<file path="src/rtl/wdog_pkg.sv">
package wdog_pkg;

  localparam int unsigned AW = 2;

  localparam logic [AW-1:0] ADDR_CTRL   = 2'd0;
  localparam logic [AW-1:0] ADDR_RELOAD = 2'd1;
  localparam logic [AW-1:0] ADDR_KEY    = 2'd2;

  typedef enum logic {
    KS_IDLE  = 1'b0,
    KS_ARMED = 1'b1
  } key_state_e;

  typedef struct packed {
    logic give_up;
    logic last_wd;
    logic enabled;
  } wd_status_t;

endpackage

</file>
<file path="src/rtl/wdog_keyseq.sv">
module wdog_keyseq
  import wdog_pkg::*;
#(
  parameter int unsigned DW   = 16,
  parameter logic [DW-1:0] KEY0 = 16'h5555,
  parameter logic [DW-1:0] KEY1 = 16'hAAAA
) (
  input  logic          clk,
  input  logic          rst_n,
  input  logic          wr_en_i,
  input  logic [AW-1:0] wr_addr_i,
  input  logic [DW-1:0] wr_data_i,
  output logic          kick_o
);

  key_state_e state_q, state_d;

  // Two-word unlock: KEY0 arms, KEY1 right after completes.
  // Anything else, on any address, drops back to idle.
  always_comb begin
    state_d = state_q;
    kick_o  = 1'b0;
    if (wr_en_i) begin
      if (wr_addr_i == ADDR_KEY) begin
        case (state_q)
          KS_IDLE:  state_d = (wr_data_i == KEY0) ? KS_ARMED : KS_IDLE;
          KS_ARMED: begin
            kick_o  = (wr_data_i == KEY1);
            state_d = KS_IDLE;
          end
          default:  state_d = KS_IDLE;
        endcase
      end else begin
        state_d = KS_IDLE;
      end
    end
  end

  always_ff @(posedge clk or negedge rst_n) begin
    if (!rst_n) state_q <= KS_IDLE;
    else        state_q <= state_d;
  end

  // A completed sequence must have been armed in the previous cycle
  AST_KICK_NEEDS_ARM: assert property (@(posedge clk) disable iff (!rst_n)
    kick_o |-> (state_q == KS_ARMED));

  // A foreign write never leaves the sequencer armed
  AST_FOREIGN_ABORTS: assert property (@(posedge clk) disable iff (!rst_n)
    (wr_en_i && wr_addr_i != ADDR_KEY) |=> (state_q == KS_IDLE));

endmodule

</file>
<file path="src/rtl/wdog_countdown.sv">
module wdog_countdown
  import wdog_pkg::*;
#(
  parameter int unsigned DW         = 16,
  parameter int unsigned INIT_LOAD  = 40000,
  parameter int unsigned DEF_RELOAD = 10000
) (
  input  logic          clk,
  input  logic          rst_n,
  input  logic          tick_i,
  input  logic          wr_en_i,
  input  logic [AW-1:0] wr_addr_i,
  input  logic [DW-1:0] wr_data_i,
  input  logic          kick_i,
  output logic          enabled_o,
  output logic          expire_o
);

  localparam logic [DW-1:0] INIT_VAL   = DW'(INIT_LOAD);
  localparam logic [DW-1:0] RELOAD_RST = DW'(DEF_RELOAD);
  localparam logic [DW-1:0] ONE        = DW'(1);

  logic          en_q, en_d;
  logic          done_q, done_d;
  logic [DW-1:0] cnt_q, cnt_d;
  logic [DW-1:0] stage_q, stage_d;
  logic          en_set;
  logic          stage_wr;

  assign en_set   = wr_en_i && (wr_addr_i == ADDR_CTRL) && wr_data_i[0] && !en_q;
  assign stage_wr = wr_en_i && (wr_addr_i == ADDR_RELOAD);

  always_comb begin
    en_d     = en_q | en_set;
    stage_d  = stage_wr ? wr_data_i : stage_q;
    cnt_d    = cnt_q;
    done_d   = done_q;
    expire_o = 1'b0;
    if (en_set) begin
      cnt_d  = INIT_VAL;
      done_d = 1'b0;
    end else if (en_q && kick_i) begin
      cnt_d  = stage_q;
      done_d = 1'b0;
    end else if (en_q && tick_i && !done_q) begin
      if (cnt_q <= ONE) begin
        cnt_d    = '0;
        done_d   = 1'b1;
        expire_o = 1'b1;
      end else begin
        cnt_d = cnt_q - ONE;
      end
    end
  end

  always_ff @(posedge clk or negedge rst_n) begin
    if (!rst_n) begin
      en_q    <= 1'b0;
      done_q  <= 1'b0;
      cnt_q   <= '0;
      stage_q <= RELOAD_RST;
    end else begin
      en_q    <= en_d;
      done_q  <= done_d;
      cnt_q   <= cnt_d;
      stage_q <= stage_d;
    end
  end

  assign enabled_o = en_q;

  AST_EN_STICKY: assert property (@(posedge clk) disable iff (!rst_n)
    en_q |=> en_q);

  AST_NO_SPONT_RELOAD: assert property (@(posedge clk) disable iff (!rst_n)
    (!kick_i && !en_set) |=> (cnt_q <= $past(cnt_q)));

  AST_TICK_GATE: assert property (@(posedge clk) disable iff (!rst_n)
    (en_q && !tick_i && !kick_i) |=> $stable(cnt_q));

  AST_OFF_SILENT: assert property (@(posedge clk) disable iff (!rst_n)
    !en_q |-> !expire_o);

endmodule

</file>
<file path="src/rtl/wdog_rstgen.sv">
module wdog_rstgen #(
  parameter int unsigned RST_LIMIT = 4,
  parameter int unsigned PULSE_LEN = 16
) (
  input  logic clk,
  input  logic por_n,
  input  logic expire_i,
  output logic wd_rst_o,
  output logic last_wd_o,
  output logic give_up_o
);

  localparam int unsigned CW = $clog2(RST_LIMIT + 1);
  localparam int unsigned PW = $clog2(PULSE_LEN + 1);
  localparam logic [CW-1:0] LIMIT_V = CW'(RST_LIMIT);
  localparam logic [PW-1:0] PULSE_V = PW'(PULSE_LEN);

  logic [CW-1:0] fired_q, fired_d;
  logic [PW-1:0] rem_q, rem_d;
  logic          pulse_q, pulse_d;
  logic          last_q, last_d;
  logic          quit_q, quit_d;
  logic          at_limit;
  logic          fire;

  assign at_limit = (fired_q == LIMIT_V);
  assign fire     = expire_i && !at_limit;

  always_comb begin
    fired_d = fired_q;
    rem_d   = rem_q;
    if (fire) begin
      rem_d   = PULSE_V;
      fired_d = fired_q + CW'(1);
    end else if (rem_q != '0) begin
      rem_d = rem_q - PW'(1);
    end
    pulse_d = (rem_d != '0);
    last_d  = last_q | fire;
    quit_d  = quit_q | (expire_i && at_limit);
  end

  always_ff @(posedge clk or negedge por_n) begin
    if (!por_n) begin
      fired_q <= '0;
      rem_q   <= '0;
      pulse_q <= 1'b0;
      last_q  <= 1'b0;
      quit_q  <= 1'b0;
    end else begin
      fired_q <= fired_d;
      rem_q   <= rem_d;
      pulse_q <= pulse_d;
      last_q  <= last_d;
      quit_q  <= quit_d;
    end
  end

  assign wd_rst_o  = pulse_q;
  assign last_wd_o = last_q;
  assign give_up_o = quit_q;

  AST_PULSE_CAUSE: assert property (@(posedge clk) disable iff (!por_n)
    $rose(pulse_q) |-> $past(expire_i));

  AST_LAST_STICKY: assert property (@(posedge clk) disable iff (!por_n)
    last_q |=> last_q);

  AST_GIVEUP_STICKY: assert property (@(posedge clk) disable iff (!por_n)
    quit_q |=> quit_q);

  AST_NO_PULSE_GAVEUP: assert property (@(posedge clk) disable iff (!por_n)
    quit_q |-> !$rose(pulse_q));

endmodule

</file>
<file path="src/rtl/wdog_guard.sv">
module wdog_guard
  import wdog_pkg::*;
#(
  parameter int unsigned DW         = 16,
  parameter int unsigned INIT_LOAD  = 40000,
  parameter int unsigned DEF_RELOAD = 10000,
  parameter int unsigned RST_LIMIT  = 4,
  parameter int unsigned PULSE_LEN  = 16,
  parameter logic [DW-1:0] KEY0     = 16'h5555,
  parameter logic [DW-1:0] KEY1     = 16'hAAAA
) (
  input  logic          clk,
  input  logic          por_n,
  input  logic          rst_n,
  input  logic          tick_i,
  input  logic          wr_en_i,
  input  logic [1:0]    wr_addr_i,
  input  logic [DW-1:0] wr_data_i,
  output logic          wd_rst_o,
  output logic [2:0]    status_o
);

  logic       sys_rst_n;
  logic       kick;
  logic       enabled;
  logic       expire;
  wd_status_t stat;

  // The system-domain logic also falls with the power-on reset
  assign sys_rst_n = rst_n & por_n;

  wdog_keyseq #(
    .DW   (DW),
    .KEY0 (KEY0),
    .KEY1 (KEY1)
  ) u_keyseq (
    .clk       (clk),
    .rst_n     (sys_rst_n),
    .wr_en_i   (wr_en_i),
    .wr_addr_i (wr_addr_i),
    .wr_data_i (wr_data_i),
    .kick_o    (kick)
  );

  wdog_countdown #(
    .DW         (DW),
    .INIT_LOAD  (INIT_LOAD),
    .DEF_RELOAD (DEF_RELOAD)
  ) u_countdown (
    .clk       (clk),
    .rst_n     (sys_rst_n),
    .tick_i    (tick_i),
    .wr_en_i   (wr_en_i),
    .wr_addr_i (wr_addr_i),
    .wr_data_i (wr_data_i),
    .kick_i    (kick),
    .enabled_o (enabled),
    .expire_o  (expire)
  );

  wdog_rstgen #(
    .RST_LIMIT (RST_LIMIT),
    .PULSE_LEN (PULSE_LEN)
  ) u_rstgen (
    .clk       (clk),
    .por_n     (por_n),
    .expire_i  (expire),
    .wd_rst_o  (wd_rst_o),
    .last_wd_o (stat.last_wd),
    .give_up_o (stat.give_up)
  );

  assign stat.enabled = enabled;
  assign status_o     = stat;

endmodule

</file>
<file path="config.mk">
export PLATFORM = sky130hd
export DESIGN_NAME = wdog_guard
export DESIGN_NICKNAME = d
export VERILOG_FILES = /design/src/rtl/wdog_pkg.sv /design/src/rtl/wdog_keyseq.sv /design/src/rtl/wdog_countdown.sv /design/src/rtl/wdog_rstgen.sv /design/src/rtl/wdog_guard.sv
export SDC_FILE = /design/constraint.sdc
export NUM_CORES = 1
export LEC_CHECK = 0
export ABC_AREA = 1
export BUFFER_PORTS_ARGS = -buffer_cell sky130_fd_sc_hd__buf_2
export CELL_PAD_IN_SITES_DETAIL_PLACEMENT = 1
export CELL_PAD_IN_SITES_GLOBAL_PLACEMENT = 1
export CORE_AREA = 2 2 83 85
export CTS_CLUSTER_DIAMETER = 30
export DETAILED_ROUTE_END_ITERATION = 6
export DIE_AREA = 0 0 85 87
export PLACE_DENSITY = 0.79
export SYNTH_ARGS = -nofsm -noshare
export SYNTH_HDL_FRONTEND = slang
export SYNTH_HIERARCHICAL = 1
export SYNTH_SLANG_ARGS = --single-unit
</file>
<file path="constraint.sdc">
create_clock -name clk -period 1.96 [get_ports clk]
set_input_delay 0 -clock clk [delete_from_list [all_inputs] [get_ports clk]]
set_output_delay 0 -clock clk [all_outputs]
set_load 0.01 [all_outputs]
</file>
==> results_dict.tcl <==
set metrics [dict create \
    clock-root-buffer "clkbuf_8" \
    cts_sinks 46 \
    vdd_drop_max_mv 0.3524 \
    seq_area_frac_synth_pct 43.31 \
    drt_pass1_iterations 5 \
    clk_transition_reported_paths_ns 0.10 \
    cp.arrival_ns 2.12 \
    worstSetupStartpointType "flip-flop" \
    grt_max_degree 36 \
    max_freq_mhz 519.4 \
    status "completed" \
    clock_path_buffers 2 \
    grt_pass1_wl_um 12250 \
    fp.coreArea_sq_um 6569 \
    fin_crit_sh_pct 98.23 \
    num-fill-cells 798 \
    hp-class "in2reg" \
    drv_slew 0 \
    syn_avg_cell_area_sq_um 7.837 \
    netlist-cell-type-count 34 \
    viasPerCell 5.149 \
    die_area_sq_um 7395 \
    grt_usage_pct 21.18 \
    seq_area_sq_um 1157 \
    slowest_delay_ns 0.40 \
    fin_worst_skew_ns 0.01473 \
    worstMarginPinSlew_ns 0.4698 \
    cap_violations 0 \
    io_pins 27 \
    yosys.area.top_type_share_pct 38.39 \
    ys.warnings.count 6 \
    cp_slowest_cell "dfrtp_1" \
    die_y_um 87 \
    grt_pass1_vias 2571 \
    fin_ws_ns 0.03473 \
    synthCells 341 \
    powerDensity_nw_per_um2 641.9 \
    required_ns 2.15 \
    gp_congestion 0.8069 \
    yosysMostFrequentCell "nand2_1" \
    drive_above_1_share_pct 21.72 \
    synth.area.top_cells "dfrtp_1, nand2_1, inv_1" \
    cp_cell_sequence "inv_1, ha_2, o21ai_1, nor2_1, nand3_1, nor2_1, buf_4, nand2_8, inv_2, nand2_1, xnor2_1" \
    placementRows 30 \
    htreeDepth 2 \
    numPortBuffers 26 \
    drc 0 \
    first_iter_violations 145 \
    vias 2456 \
    synth_area_leader_cell "dfrtp_1" \
    hold_violations 0 \
    max-slew-margin-rel_pct 68.68 \
    async_flop_share_pct 100.0 \
    leakagePower_nw 1.814 \
    critPathKind "reg2reg" \
    whs_ns 0.07494 \
    setup_violations 0 \
    syn_nets 369 \
    routedWlPerCell_um 16.45 \
    final_nets 423 \
    cp-end-kind "flip-flop" \
    initial_core_util_pct 40.69 \
    area_growth_pct 22.85 \
    die_w_um 85 \
    clock_latency_ns 0.31 \
    multiInputGateArea_sq_um 1329 \
    grt_overflow 0 \
    place_ws_ns -0.001254 \
    synth_common_cells "nand2_1, dfrtp_1, inv_1, nor2_1, a21oi_1" \
    antenna_found_initial 1 \
    synth-seq-cells 46 \
    synth_edf_count 0 \
    syn-cell-area_sq_um 2673 \
    hpwl_um 5081 \
    post-route-min-period_ns 1.925 \
    cts_tree "yes" \
    numCtsBuffers 5 \
    synthFlopType "dfrtp_1" \
    critPathMaxFanout 7 \
    cp_common_cell "nor2_1" \
    wirelength_um 7848 \
    antenna_left 0 \
]
-- critical path, delay by kind of cell (launching register included) --
| family | cells | cell delay (ns) |
|---|---|---|
| simple gates | 5 | 0.60 |
| flops | 1 | 0.40 |
| buf+inv | 3 | 0.34 |
| fa+ha+maj | 1 | 0.24 |
| xor+xnor | 1 | 0.14 |
| compound gates | 1 | 0.10 |
-- routing by layer --
metal  track usage, %  wire, um  up-vias
met5                0         0        -
met4            8.369       213        0
met3            3.318       250       19
met2            37.14      3987       58
met1            26.14      3396     1202
li1                 -         -     1177
-- cell usage in the layout, fill, tap and decap left out, types with 6 or more instances in the layout --
cell and count:
nand2_2 7, dlygate4sd3_1 20, dfrtp_1 41, nor2_1 36
mux2_1 8, xor2_1 6, nor2_2 11, nand3_1 16
buf_2 26, a21oi_1 17, buf_4 8, nand2_1 99
inv_1 38
-- metrics by stage --
step | area [sq um] | power (mW) | setup TNS (ns) | cells | utilization [%]
2_1_floorplan | 2673 | 1.138 | 0 | 341 | -
3_3_place_gp | 2892 | 1.202 | 0 | 444 | 44.02
3_5_place_dp | 2892 | 1.213 | -0.001254 | 444 | 44.02
4_1_cts | 3237 | 2.092 | 0 | 473 | 49.28
5_1_grt | 3283 | 2.181 | -0.1785 | 477 | 49.98
6_report | 3283 | 2.107 | 0 | 477 | 49.98
-- worst paths after layout --
kind                                                  startpoint                                   to  slack (ns)  cells after the start
worst max-delay path            u_countdown/cnt_q[0]$_DFFE_PN0P_      u_rstgen/fired_q[2]$_DFFE_PN0P_        0.03                     11
worst min-delay path                                wr_addr_i[0]         u_keyseq/state_q$_DFFE_PN0P_        0.07                      6
worst max register to register  u_countdown/cnt_q[0]$_DFFE_PN0P_      u_rstgen/fired_q[2]$_DFFE_PN0P_        0.03                     11
worst min register to register      u_rstgen/last_wd_o$_DFF_PN0_         u_rstgen/last_wd_o$_DFF_PN0_        0.49                      1
max in group asynchronous                                  por_n  u_countdown/stage_q[13]$_DFFE_PN1P_        1.02                      5
min in group asynchronous                                  por_n         u_rstgen/last_wd_o$_DFF_PN0_        0.09                      2
-- final cells by class --
class / instances / area share, %
diodes: 1 / 0.07622
clock buffers: 5 / 2.096
clock inverters: 3 / 2.096
inverters: 43 / 5.069
multi-input cells: 245 / 40.47
flip-flops and latches: 46 / 35.25
well taps: 80 / 3.049
repair buffers: 54 / 11.89
-- kinds of logic (layout without fill, tap and decap cells) --
group | Yosys count | count (layout) | synth area share [%]
other | 0 | 1 | 0
flip-flops | 46 | 46 | 43.31
XOR/XNOR | 11 | 11 | 3.605
buffers and inverters | 50 | 105 | 7.584
AO/OA/AOI/OAI | 32 | 32 | 6.695
AND/OR/NAND/NOR | 187 | 187 | 32.26
adder cells (fa/ha/maj) | 5 | 5 | 2.341
multiplexers | 10 | 10 | 4.214
-- sequential cells by signal, summed over array words and instances (netlist names), 3 cells and up --
signal and cells:
u_countdown/cnt_q 16, u_countdown/stage_q 16, u_rstgen/rem_q 5, u_rstgen/fired_q 3
-- what timing repair did --
action	in CTS	in global routing
pin swaps	0	2
endpoints found under the hold margin	59	0
buffers inserted	1	3
endpoints found under the setup margin	1	21
resized for setup	0	7
hold buffers	20	0
-- power by group --
group          internal, mW  switching (mW)
combinational        0.0849           0.100
clock                 0.511           0.358
sequential             1.02          0.0335
Power figures use the tool's default switching activity.
